File: src/rtl/irqc_pkg.sv
package irqc_pkg;

    // Priority slots that have a maskable source behind them.
    localparam logic [25:0] IRQC_IMPL_DEFAULT = 26'h21660FA;

    typedef enum logic [1:0] {
        BUS_IDLE,
        BUS_READ,
        BUS_WRITE
    } bus_op_e;

    function automatic bus_op_e decode_op(input logic valid, input logic rd_wrn);
        if (!valid) return BUS_IDLE;
        return rd_wrn ? BUS_READ : BUS_WRITE;
    endfunction

endpackage

File: src/rtl/irqc_regs.sv
module irqc_regs
    import irqc_pkg::*;
#(
    parameter int NUM_SRC = 26,
    parameter int ADDR_W  = 4,
    parameter int DATA_W  = 8
) (
    input  logic               clk_i,
    input  logic               rst_ni,
    input  logic               bus_valid_i,
    input  logic               bus_rd_wrn_i,
    input  logic [ADDR_W-1:0]  bus_addr_i,
    input  logic [DATA_W-1:0]  bus_wdata_i,
    input  logic [NUM_SRC-1:0] posted_i,
    output logic [DATA_W-1:0]  bus_rdata_o,
    output logic [NUM_SRC-1:0] mask_o,
    output logic [NUM_SRC-1:0] clr_o
);

    localparam int NBYTES      = (NUM_SRC + DATA_W - 1) / DATA_W;
    localparam int CLR_BASE    = NBYTES;
    localparam int CLRALL_ADDR = 2 * NBYTES;

    typedef struct packed {
        logic [NUM_SRC-1:0] mask;
        logic [DATA_W-1:0]  rdata;
    } regs_t;

    regs_t   q, d;
    bus_op_e op;

    always_comb begin
        d     = q;
        clr_o = '0;
        op    = decode_op(bus_valid_i, bus_rd_wrn_i);

        if (op == BUS_WRITE) begin
            for (int i = 0; i < NUM_SRC; i++) begin
                if (bus_addr_i == ADDR_W'(i / DATA_W)) begin
                    d.mask[i] = bus_wdata_i[i % DATA_W];
                end
                if (bus_addr_i == ADDR_W'(CLR_BASE + i / DATA_W) &&
                    bus_wdata_i[i % DATA_W]) begin
                    clr_o[i] = 1'b1;
                end
            end
            if (bus_addr_i == ADDR_W'(CLRALL_ADDR)) begin
                clr_o = '1;
            end
        end

        if (op == BUS_READ) begin
            d.rdata = '0;
            for (int i = 0; i < NUM_SRC; i++) begin
                if (bus_addr_i == ADDR_W'(i / DATA_W)) begin
                    d.rdata[i % DATA_W] = q.mask[i];
                end
                if (bus_addr_i == ADDR_W'(CLR_BASE + i / DATA_W)) begin
                    d.rdata[i % DATA_W] = posted_i[i];
                end
            end
        end
    end

    always_ff @(posedge clk_i or negedge rst_ni) begin
        if (!rst_ni) q <= '0;
        else         q <= d;
    end

    assign bus_rdata_o = q.rdata;
    assign mask_o      = q.mask;

    // read data changes only after a read
    a_r12_rdata_holds: assert property (@(posedge clk_i) disable iff (!rst_ni)
        !(bus_valid_i && bus_rd_wrn_i) |=> $stable(bus_rdata_o));

endmodule

File: src/rtl/irqc_post.sv
module irqc_post #(
    parameter int                 NUM_SRC   = 26,
    parameter int                 IDX_W     = 5,
    parameter logic [NUM_SRC-1:0] IMPL_MASK = irqc_pkg::IRQC_IMPL_DEFAULT
) (
    input  logic               clk_i,
    input  logic               rst_ni,
    input  logic [NUM_SRC-1:0] src_i,
    input  logic [NUM_SRC-1:0] clr_i,
    input  logic               ack_i,
    input  logic [IDX_W-1:0]   ack_idx_i,
    output logic [NUM_SRC-1:0] posted_o
);

    typedef struct packed {
        logic [NUM_SRC-1:0] src_prev;
        logic [NUM_SRC-1:0] posted;
    } post_t;

    post_t q, d;

    logic [NUM_SRC-1:0] edge_w;
    logic [NUM_SRC-1:0] kill_w;
    logic [NUM_SRC-1:0] post_nxt;

    assign edge_w = src_i & ~q.src_prev;

    always_comb begin
        kill_w = clr_i;
        for (int i = 0; i < NUM_SRC; i++) begin
            if (ack_i && ack_idx_i == IDX_W'(i)) kill_w[i] = 1'b1;
        end
    end

    // A slot either has a posting flop or is tied low.
    for (genvar i = 0; i < NUM_SRC; i++) begin : g_slot
        if (IMPL_MASK[i]) begin : g_live
            assign post_nxt[i] = edge_w[i] | (q.posted[i] & ~kill_w[i]);
        end else begin : g_tied
            assign post_nxt[i] = 1'b0;
        end
    end

    always_comb begin
        d          = q;
        d.src_prev = src_i;
        d.posted   = post_nxt;
    end

    always_ff @(posedge clk_i or negedge rst_ni) begin
        if (!rst_ni) q <= '0;
        else         q <= d;
    end

    assign posted_o = q.posted;

    // an acknowledged flag is gone next cycle unless re-posted
    a_r8_ack_clears: assert property (@(posedge clk_i) disable iff (!rst_ni)
        (ack_i && !edge_w[ack_idx_i]) |=> !posted_o[$past(ack_idx_i)]);

    // a fresh edge always lands, whatever clears it in the same cycle
    a_r11_edge_wins: assert property (@(posedge clk_i) disable iff (!rst_ni)
        ((edge_w & IMPL_MASK) != '0) |=>
        ((posted_o & $past(edge_w & IMPL_MASK)) == $past(edge_w & IMPL_MASK)));

    // without any clear request, no posted flag falls (mask plays no part)
    a_r3_flags_persist: assert property (@(posedge clk_i) disable iff (!rst_ni)
        (!ack_i && clr_i == '0) |=> ((posted_o & $past(posted_o)) == $past(posted_o)));

endmodule

File: src/rtl/irqc_prio.sv
module irqc_prio #(
    parameter int NUM_SRC = 26,
    parameter int IDX_W   = 5
) (
    input  logic [NUM_SRC-1:0] pend_i,
    output logic               hit_o,
    output logic [IDX_W-1:0]   idx_o
);

    always_comb begin
        hit_o = 1'b0;
        idx_o = '0;
        for (int i = NUM_SRC - 1; i >= 0; i--) begin
            if (pend_i[i]) begin
                hit_o = 1'b1;
                idx_o = IDX_W'(i);
            end
        end
    end

endmodule

File: src/rtl/prio_irq_ctrl.sv
module prio_irq_ctrl
    import irqc_pkg::*;
#(
    parameter int                 NUM_SRC   = 26,
    parameter int                 IDX_W     = 5,
    parameter int                 VEC_W     = 16,
    parameter int                 ADDR_W    = 4,
    parameter int                 DATA_W    = 8,
    parameter logic [NUM_SRC-1:0] IMPL_MASK = IRQC_IMPL_DEFAULT
) (
    input  logic               clk_i,
    input  logic               rst_ni,
    input  logic [NUM_SRC-1:0] src_i,
    input  logic               gie_i,
    input  logic               irq_ack_i,
    output logic               irq_req_o,
    output logic [VEC_W-1:0]   irq_vec_o,
    output logic [IDX_W-1:0]   irq_idx_o,
    input  logic               bus_valid_i,
    input  logic               bus_rd_wrn_i,
    input  logic [ADDR_W-1:0]  bus_addr_i,
    input  logic [DATA_W-1:0]  bus_wdata_i,
    output logic [DATA_W-1:0]  bus_rdata_o
);

    localparam int VEC_SHIFT = 2;

    logic [NUM_SRC-1:0] posted_w;
    logic [NUM_SRC-1:0] mask_w;
    logic [NUM_SRC-1:0] clr_w;
    logic [NUM_SRC-1:0] pend_w;
    logic               hit_w;
    logic [IDX_W-1:0]   sel_w;
    logic               ack_w;

    irqc_regs #(
        .NUM_SRC (NUM_SRC),
        .ADDR_W  (ADDR_W),
        .DATA_W  (DATA_W)
    ) i_regs (
        .clk_i        (clk_i),
        .rst_ni       (rst_ni),
        .bus_valid_i  (bus_valid_i),
        .bus_rd_wrn_i (bus_rd_wrn_i),
        .bus_addr_i   (bus_addr_i),
        .bus_wdata_i  (bus_wdata_i),
        .posted_i     (posted_w),
        .bus_rdata_o  (bus_rdata_o),
        .mask_o       (mask_w),
        .clr_o        (clr_w)
    );

    irqc_post #(
        .NUM_SRC   (NUM_SRC),
        .IDX_W     (IDX_W),
        .IMPL_MASK (IMPL_MASK)
    ) i_post (
        .clk_i     (clk_i),
        .rst_ni    (rst_ni),
        .src_i     (src_i),
        .clr_i     (clr_w),
        .ack_i     (ack_w),
        .ack_idx_i (sel_w),
        .posted_o  (posted_w)
    );

    assign pend_w = posted_w & mask_w;

    irqc_prio #(
        .NUM_SRC (NUM_SRC),
        .IDX_W   (IDX_W)
    ) i_prio (
        .pend_i (pend_w),
        .hit_o  (hit_w),
        .idx_o  (sel_w)
    );

    always_comb begin
        irq_req_o = gie_i & hit_w;
        irq_idx_o = irq_req_o ? sel_w : '0;
        irq_vec_o = irq_req_o ? VEC_W'({sel_w, {VEC_SHIFT{1'b0}}}) : '0;
    end

    assign ack_w = irq_ack_i & irq_req_o;

    // the presented source is pending and nothing above it is
    a_r5_lowest_wins: assert property (@(posedge clk_i) disable iff (!rst_ni)
        irq_req_o |-> (pend_w[irq_idx_o] &&
                       ((pend_w & ((NUM_SRC'(1) << irq_idx_o) - NUM_SRC'(1))) == '0)));

    // a request never comes from a slot without a source
    a_r7_live_slot_only: assert property (@(posedge clk_i) disable iff (!rst_ni)
        irq_req_o |-> IMPL_MASK[irq_idx_o]);

    // without a pending source there is no request
    a_r4_needs_pending: assert property (@(posedge clk_i) disable iff (!rst_ni)
        (pend_w == '0) |-> !irq_req_o);

endmodule

File: config.mk
export PLATFORM = sky130hd
export DESIGN_NAME = prio_irq_ctrl
export DESIGN_NICKNAME = d
export VERILOG_FILES = /design/src/rtl/irqc_pkg.sv /design/src/rtl/irqc_regs.sv /design/src/rtl/irqc_post.sv /design/src/rtl/irqc_prio.sv /design/src/rtl/prio_irq_ctrl.sv
export SDC_FILE = /design/constraint.sdc
export NUM_CORES = 1
export LEC_CHECK = 0
export BUFFER_PORTS_ARGS = -buffer_cell sky130_fd_sc_hd__buf_2
export CAP_MARGIN = 30
export CORE_UTILIZATION = 40
export DETAILED_ROUTE_END_ITERATION = 8
export GPL_TIMING_DRIVEN = 1
export PLACE_DENSITY = 0.62
export SETUP_SLACK_MARGIN = 0.5
export SYNTH_ARGS = -nofsm -noshare
export SYNTH_HDL_FRONTEND = slang
export SYNTH_SLANG_ARGS = --single-unit
export TNS_END_PERCENT = 1
File: constraint.sdc
create_clock -name clk_i -period 2.4 [get_ports clk_i]
set_input_delay 0.48 -clock clk_i [delete_from_list [all_inputs] [get_ports clk_i]]
set_output_delay 0.48 -clock clk_i [all_outputs]
set_load 0.005 [all_outputs]
After elaboration in Yosys (flattened, before gate mapping)
Cells that the tools add are included.
Storage, ports and cells
  logic and storage cells: 261
  register bits: 72
Operators by class
  bitwise gates (word level): 41
  equal/unequal tests: 22
  reductions and logical operators: 43
  multiplexer cells: 148
Operators with widths (number)
  $mux W5: 27
  $mux W1: 116
  $and A26 B26 Y26: 2
  $mux W26: 2
  $logic_and A1 B1 Y1: 38
  $not A26 Y26: 1
  $eq A5 B3 Y1 const B: 4
  $eq A5 B5 Y1 const B: 4
  $eq A4 B3 Y1 const B: 4
  $and A1 B1 Y1: 14
  $not A1 Y1: 12
  $or A1 B1 Y1: 12
  $eq A5 B4 Y1 const B: 2
  $eq A4 B2 Y1 const B: 2
  $reduce_and A2 Y1: 4
  $mux W7: 1
  $eq A5 B1 Y1 const B: 1
  $eq A5 B2 Y1 const B: 1
  $eq A4 B1 Y1 const B: 1
  $eq A4 B4 Y1 const B: 1
  $logic_not A4 Y1: 1
  $mux W2: 2
  $eq A2 B1 Y1 const B: 1
  $eq A2 B2 Y1 const B: 1

Depth between registers and ports, before layout
Gate-level depths: netlist of the first run.
  depth in word-level cells: 34
  depth in mapped cells: 7
  mapped depth without buffers: 5

By module
From an unflattened synthesis of the first run, not the netlist that was laid out.
Second synthesis, totals
  cell total of the unflattened synthesis: 443
  area, all modules: 3870.0 um^2
By module, submodules not included
  irqc_regs: times used 1, cells an instance 229, sequential area each 850.8 um^2, area each 2120.8 um^2
  irqc_post: times used 1, cells an instance 108, sequential area each 600.6 um^2, area each 1112.3 um^2
  prio_irq_ctrl: times used 1, cells an instance 50, sequential area each 0.0 um^2, area each 331.6 um^2
  irqc_prio: times used 1, cells an instance 56, sequential area each 0.0 um^2, area each 305.3 um^2

Least setup slack after synthesis of the first run
Ideal clock, no wire load.
  path kind: reg-to-output
  start point: register i_post.q (netlist bit i_post.posted_o[5])
  end point: output irq_vec_o[3]
  stages on the path, launching flop included: 7
  data required time: 1920 ps
  slack: 440 ps
  arrival: 1480 ps
  cells stage by stage: dfrtp_1 -> a22oi_4 -> nand3_2 -> o31ai_4 -> inv_2 -> and3_1 -> buf_4
Between the ends
  longest elaborated chain between the ends: 9
  elaborated cells on any way between the ends: 15
  classes of those cells: mux (13); bitwise (2)
RTL lines
  from (decl): line irqc_post.sv:20  | post_t q, d;
  from (signal assigned): line irqc_post.sv:51  | if (!rst_ni) q <= '0;
  from (signal assigned): line irqc_post.sv:52  | else q <= d;
  $and A26 B26 Y26: line prio_irq_ctrl.sv:67  | assign pend_w = posted_w & mask_w;
  $mux W1 (6 in a row): line irqc_prio.sv:14  | if (pend_i[i]) begin
  $and A1 B1 Y1: line prio_irq_ctrl.sv:79  | irq_req_o = gie_i & hit_w;
  via irq_req_o: line prio_irq_ctrl.sv:16  | output logic irq_req_o,
  $mux W7: line prio_irq_ctrl.sv:81  | irq_vec_o = irq_req_o ? VEC_W'({sel_w, {VEC_SHIFT{1'b0}}}) : '0;
  to (decl): line prio_irq_ctrl.sv:17  | output logic [VEC_W-1:0] irq_vec_o,
The timed path passes the listed nets, and every way through them passes these cells.

Worst setup path in the final report of the first run
  start point: register i_post.q (netlist bit i_post.posted_o[7])
  end point: output irq_vec_o[3]
Between the ends
  longest elaborated chain between the ends: 11
  elaborated cells on any way between the ends: 19
  classes of those cells: mux (17); bitwise (2)
RTL lines (line)
  $and A26 B26 Y26 (*): prio_irq_ctrl.sv:67
  $mux W1 (8 in a row): irqc_prio.sv:14
  $and A1 B1 Y1: prio_irq_ctrl.sv:79
  $mux W7 (*): prio_irq_ctrl.sv:81
Mark *: on every way between the ends. The rest lies on a longest branch, timed or not.

==> results by group, run 1 <==
Die
  – Starting Density: 0.4200
  – Die Span Y: ~90 um
  – Chip width: 89.97 um
  – Core area: 0.007370 mm^2
  – Number of placement rows: 31
  – I/O pin count: 74
  – Die ar.: 0.008095 mm^2

Pwr
  – Power density cells: 813.3 mW/mm^2
  – Overall Power: 0.003008 W
  – P_leak: 1.712 nW
  – VDD IR max: 0.3633 mV

Outcome
  – Run status: complete, no violations

GRT
  – Global-route wire length before repair: 12.48 mm
  – Pin count of the biggest net entering global routing: 59
  – Total track usage: 0.1999
  – Remaining global-route overflow: 0
  – Via count of the first global-routing pass: around 2400
  – Number of antenna violations at the first check in global routing: 0

Synth
  – Most common flop cell mapped by yosys: dfrtp_1
  – Fraction of the yosys area taken by sequential cells: 0.4689
  – Most frequent cell after synthesis: dfrtp_1
  – Area share of the largest cell type after synthesis: 0.4689
  – Netlist cell types: 52
  – Share of async-settable or async-resettable flops after synthesis: 1.000
  – Count of yosys warnings during synthesis: 0
  – Number of instances in the synthesized netlist: roughly 290
  – Synth Area per Inst: 10.75 um^2
  – Number of register bits inferred by synthesis: 58
  – Leading area contributor after synthesis: dfrtp_1
  – Commonest cells in the netlist: 58 x dfrtp_1, 26 x mux2_2, 23 x nand2_1
  – Leading post-synthesis cells by cell area: dfrtp_1 47%, mux2_2 9.5%, buf_4 4.1%, mux2i_1 3.2%, nand2_1 2.8%
  – Netlist area before placement: 0.003095 mm^2
  – Post-synth EDFFs: 0

STA
  – Max Transition Viols Final: 0
  – Final Critical Period: 2.227 ns
  – Maximum achievable frequency: 0.4491 GHz
  – Setup repair after global routing missed its margin: true
  – Setup skew after layout: ~0.012 ns
  – Share of the clock period used by the worst path after layout: 0.9278
  – Worst rel slew slack: 0.5284
  – Final setup violating endpoints: 0
  – Summed negative setup slack over all endpoints: 0 ns
  – Worst slack on hold paths: about 0.26 ns
  – Final hold violations: 0
  – Actual slew at the worst max-slew pin: 0.7074 ns

Routing
  – First-pass iteration count of the detailed router: 4
  – Vias after detailed routing: between 2000 and 2500
  – Total Wirelength: 7.447 mm
  – Average wire length per cell after detail routing: 16.44 um
  – Remaining antenna violation count after routing: 0
  – Post-route DRC violation count: 0
  – Vias per inst: 5.351
  – Number of DRC violations after detailed-routing iteration 0: around 160

Worst setup path
  – Largest fanout on the critical path: 4
  – Chain of cells forming the critical path: a22oi_2, nand3_4, o31ai_4, inv_2, and3_4, buf_2
  – Critical Path End Type: output pin
  – Worst setup path class: reg -> out
  – Peak per-stage delay on the critical path: around 0.44 ns
  – Critical path launch point type: register
  – Worst endpoint required time: 1.92 ns
  – Worst Path Arrival: 1.75 ns
  – Slowest stage cell on the critical path: dfrtp_1

Clock tree
  – CTS sink count: 58
  – Quantity of hold-fixing buffers added after cts: 0
  – CTS tree: built
  – H-tree levels: 3
  – Buffer type at the clock tree root: clkbuf_8
  – Maximum clock path buffer count: 2
  – TritonCTS Buffers: 9
  – Clock insertion delay at the later pin of the skew report: 0.34 ns
  – Clock slew at the register clock pins of the worst setup and hold paths: 0.07 ns

Finish
  – Area grow syn2layout: 19.48%
  – Ratio of cells with drive above 1 in the final layout: 0.3672
  – Final nets: 393
  – Antenna diode instance count: 0

Worst hold path
  – Worst hold path class: in -> reg

Run
  – Number of max-cap violations: 0

Placement
  – HPWL reported at the end of detailed placement: 5.435 mm
  – Number of buffer cells added on primary ports: 48
  – Weighted congestion at the end of routability-driven global placement: about 0.86
## registers in the layout, summed over array words and instances, names as in the netlist
| signal | count |
|---|---|
| i_regs.mask_o | 26 |
| i_post.posted_o | 12 |
| i_regs.bus_rdata_o | 8 |
| i_post.q | 12 |
## through the flow
| step | utilization | setup slack (ns) | cells | area [um^2] |
|---|---|---|---|---|
| after global routing | 0.5019 | 0.07103 | 453 | 3699 |
| final | 0.5019 | 0.1734 | 453 | 3699 |
| after floorplan | - | 0.4957 | 298 | 3147 |
| after CTS | 0.4997 | 0.1712 | 451 | 3682 |
| after detailed placement | 0.4567 | 0.3812 | 423 | 3366 |
| after global placement | 0.4567 | 0.4036 | 423 | 3366 |
## timing repair
item                                    CTS  global route
pin swaps                                 9             3
gates resized for setup                   4             1
endpoints found under the setup margin   11            11
setup buffers                            12             2
## path summary, 6_finish.rpt
path                                          from  cells past startpoint  slack, ns                  end
worst max-delay path            i_post.posted_o[7]                      6       0.17         irq_vec_o[3]
min in group asynchronous                   rst_ni                      2       0.28         i_post.q[29]
worst min-delay path                     src_i[13]                      1       0.26         i_post.q[39]
worst max register to register  i_post.posted_o[7]                      6       0.66  i_post.posted_o[17]
max in group asynchronous                   rst_ni                      2       1.65     i_regs.mask_o[9]
worst min register to register        i_post.q[31]                      1       0.43   i_post.posted_o[5]
## kinds of logic after synthesis
kind of cell / synth area share
buffers and inverters: 0.07841
other: 0.001211
AO/OA/AOI/OAI: 0.1843
multiplexers: 0.1415
AND/OR/NAND/NOR: 0.1257
flip-flops: 0.4689
## per-layer routing
layer  track usage  part of all wire
met4       0.05108            0.0094
met1        0.2620              0.44
met2        0.3250              0.49
met3       0.05838             0.059
met5             0                 0
## placed cells by master (no fill, tap or decap), types with 2 or more instances in the layout
| cell | count |
|---|---|
| and3_1 | 2 |
| o211ai_1 | 5 |
| nand2_2 | 2 |
| inv_1 | 16 |
| o32ai_1 | 2 |
| buf_2 | 48 |
| conb_1 | 11 |
| o221ai_1 | 2 |
| a31oi_1 | 5 |
| nand2_1 | 23 |
| o31ai_1 | 5 |
| o22ai_1 | 8 |
| mux4_2 | 2 |
| nor2_1 | 12 |
| clkbuf_8 | 11 |
| a21oi_1 | 9 |
| o21ai_0 | 15 |
| mux2i_1 | 10 |
| a22oi_2 | 3 |
| nor3_1 | 4 |
| nor2b_1 | 4 |
| nand4_1 | 2 |
| dfrtp_1 | 58 |
| nand3_2 | 2 |
| nand3_1 | 3 |
| a22oi_1 | 4 |
| nand2b_1 | 5 |
| clkinvlp_4 | 2 |
| mux2_2 | 26 |
| a22o_1 | 5 |
| buf_4 | 18 |
| and3_4 | 2 |
## report_power, final
group / total [W] / internal (W) / leakage (nW) / switching [W]
clock: 0.000917 / 0.000534 / 0.0986 / 0.000383
combinational: 0.000834 / 0.000407 / 0.919 / 0.000428
sequential: 0.00126 / 0.00112 / 0.695 / 0.000134
total: 0.00301 / 0.00206 / 1.71 / 0.000945
## final cells by class
class                   instances  area, um^2
inverters                      17       63.81
repair buffers                 67       386.6
flip-flops and latches         58        1451
well taps                      99       123.9
clock buffers                  12       155.1
fillers                       704        3671
multi-input cells             196        1468
clock inverters                 4       50.05
## worst max-delay path, delay by kind of cell (launching register included)
family	cells	cell delay (ns)
compound gates	2	0.51
simple gates	2	0.29
flops	1	0.44
buf+inv	2	0.18
Note: power is estimated with default switching activity, not from simulation.
==> inputs of run 2 (changes only) <==
--- a/config.mk
+++ b/config.mk
@@ -11,7 +11,6 @@
 export DETAILED_ROUTE_END_ITERATION = 8
 export GPL_TIMING_DRIVEN = 1
 export PLACE_DENSITY = 0.62
-export SETUP_SLACK_MARGIN = 0.5
 export SYNTH_ARGS = -nofsm -noshare
 export SYNTH_HDL_FRONTEND = slang
 export SYNTH_SLANG_ARGS = --single-unit
==> results by group, run 2 (synthesized netlist as in run 1, its figures left out) <==
Outcome
  – Run status: complete, no violations

Worst hold path
  – Worst hold path class: in -> async

Clock tree
  – Maximum clock path buffer count: 2
  – Quantity of hold-fixing buffers added after cts: 0
  – TritonCTS Buffers: 9
  – Clock insertion delay at the later pin of the skew report: 0.34 ns
  – H-tree levels: 3
  – CTS sink count: 58
  – CTS tree: built
  – Clock slew at the register clock pins of the worst setup and hold paths: about 0.07 ns
  – Buffer type at the clock tree root: clkbuf_8

Worst setup path
  – Worst setup path class: reg -> out
  – CP Depth: 6
  – Number of cells traversed by the worst register-to-register path: 5
  – Critical path launch point type: register
  – Cell type group with the largest total delay on the critical path: compound AO/OA/AOI/OAI gates
  – Flop2flop setup slack: approximately 0.67 ns
  – Launching element of the worst setup path: i_regs.mask_o[3]
  – CP bufs+invs: 2
  – Peak per-stage delay on the critical path: 0.44 ns
  – Reg-to-Reg Start: i_regs.mask_o[3]
  – Largest fanout on the critical path: 5
  – Worst Path Arrival: 1.88 ns
  – Worst endpoint required time: approximately 1.9 ns
  – Chain of cells forming the critical path: a22oi_2, nand3_4, o31ai_4, buf_4, a211oi_2, buf_2
  – Critical Path End Type: output pin
  – Slowest stage cell on the critical path: dfrtp_2
  – End of the worst register-to-register path: i_post.posted_o[18]
  – Worst setup path endpoint: irq_idx_o[2]

STA
  – Setup skew after layout: a little over 0.008 ns
  – Final setup violating endpoints: 0
  – Maximum achievable frequency: 0.4241 GHz
  – Final hold violations: 0
  – Actual slew at the worst max-slew pin: 0.6786 ns
  – Worst rel slew slack: 0.5476
  – Final Critical Period: between 2 and 2.5 ns
  – Max Transition Viols Final: 0
  – Share of the clock period used by the worst path after layout: 0.9824

Die
  – Starting Density: 0.4200
  – Chip width: roughly 90 um
  – Die Span Y: 89.97 um
  – Core area: 0.007370 mm^2
  – Die ar.: about 0.0081 mm^2
  – Number of placement rows: 31
  – I/O pin count: 74

Routing
  – Total Wirelength: 7.317 mm
  – Vias after detailed routing: 2416
  – Remaining antenna violation count after routing: 0
  – Post-route DRC violation count: 0
  – Vias per inst: 5.429
  – Number of DRC violations after detailed-routing iteration 0: roughly 150
  – First-pass iteration count of the detailed router: 4
  – Average wire length per cell after detail routing: 16.44 um

GRT
  – Remaining global-route overflow: 0
  – Via count of the first global-routing pass: 2371
  – Number of antenna violations at the first check in global routing: 0
  – Pin count of the biggest net entering global routing: 32
  – Global-route wire length before repair: 12.12 mm
  – Total track usage: 0.1970

Pwr
  – Power density cells: 850.3 mW/mm^2
  – VDD IR max: 0.3593 mV
  – Overall Power: 0.003131 W
  – P_leak: 1.696 nW

Finish
  – Final nets: 385
  – Most used cells in the layout excluding fill and tap cells: 56 x dfrtp_1, 48 x buf_2, 26 x mux2_2
  – Antenna diode instance count: 0
  – Fill count: 705
  – Non-filler instance count after layout: 445
  – Area grow syn2layout: 18.96%
  – Number of flip-flops under the largest register name: 26
  – Most common cell after layout, fill and taps aside: dfrtp_1
  – Ratio of cells with drive above 1 in the final layout: 0.3584

Placement
  – Number of buffer cells added on primary ports: 48
  – Weighted congestion at the end of routability-driven global placement: roughly 0.84
  – HPWL reported at the end of detailed placement: 5.454 mm
  – Number of placed cells counting well taps: 423

Run
  – Number of max-cap violations: 0
run 2: changes by cell type in the layout (fill, tap and decap cells not counted), moves of 2 or more:
cell / previous run / this run
buf_4: 18 / 10
bufinv_16: 1 / 3
clkbuf_8: 11 / 9
clkinv_2: 1 / 3
clkinvlp_4: 2 / 0
dfrtp_1: 58 / 56
dfrtp_2: 0 / 2
run 2: stage by stage:
step                instance area [um^2]    util  TNS (ns)  hold WS [ns]  worst slack, ns
floorplan                           3133       -         0        0.1844           0.4398
global placement                    3368  0.4570         0        0.4045           0.3659
detailed placement                  3368  0.4570         0        0.4122           0.3484
CTS                                 3613  0.4903         0        0.1924         0.006463
global route                        3682  0.4997  -0.03467        0.2147         -0.01535
finish                              3682  0.4997         0        0.1675          0.04215
run 2: area by class of cell:
class | count | area (um^2) | area share
clock buffer | 10 | 127.6 | 0.03466
clock inverter | 6 | 105.1 | 0.02854
inverter | 17 | 63.81 | 0.01733
multi-input combinational | 196 | 1473 | 0.3999
sequential | 58 | 1454 | 0.3948
tap | 99 | 123.9 | 0.03364
timing repair buffer | 59 | 335.3 | 0.09106
run 2: layer usage:
metal | vias up | GRT usage | wire length (um)
met5 | - | 0 | 0
met3 | 10 | 0.03976 | 404
met1 | 1193 | 0.2541 | 3294
met2 | 78 | 0.3154 | 3535
li1 | 1135 | - | -
met4 | 0 | 0.09946 | 83
run 2: how the worst min path moves through the flow:
| stage | startpoint | endpoint | slack (ns) | cells after the start |
|---|---|---|---|---|
| 3_3_place_gp | i_post.q[27] | i_post.posted_o[1] | 0.40 | 1 |
| 3_5_place_dp | i_post.q[30] | i_post.posted_o[4] | 0.41 | 1 |
| 5_1_grt | rst_ni | i_regs.bus_rdata_o[7] | 0.21 | 1 |
| 6_report | rst_ni | i_regs.bus_rdata_o[7] | 0.17 | 1 |
| 2_1_floorplan | rst_ni | i_post.posted_o[13] | 0.18 | 0 |
| 4_1_cts | rst_ni | i_regs.bus_rdata_o[7] | 0.19 | 1 |
run 2: what timing repair did:
action	CTS	global route
resized for setup	1	8
hold endpoints to repair	0	0
endpoints found under the setup margin	2	6
pin swaps	1	6
setup buffers	1	5
run 2: where the power goes:
part           internal, W  switching [W]
combinational     0.000379       0.000405
sequential         0.00112       0.000144
clock             0.000684       0.000394
total              0.00219       0.000944
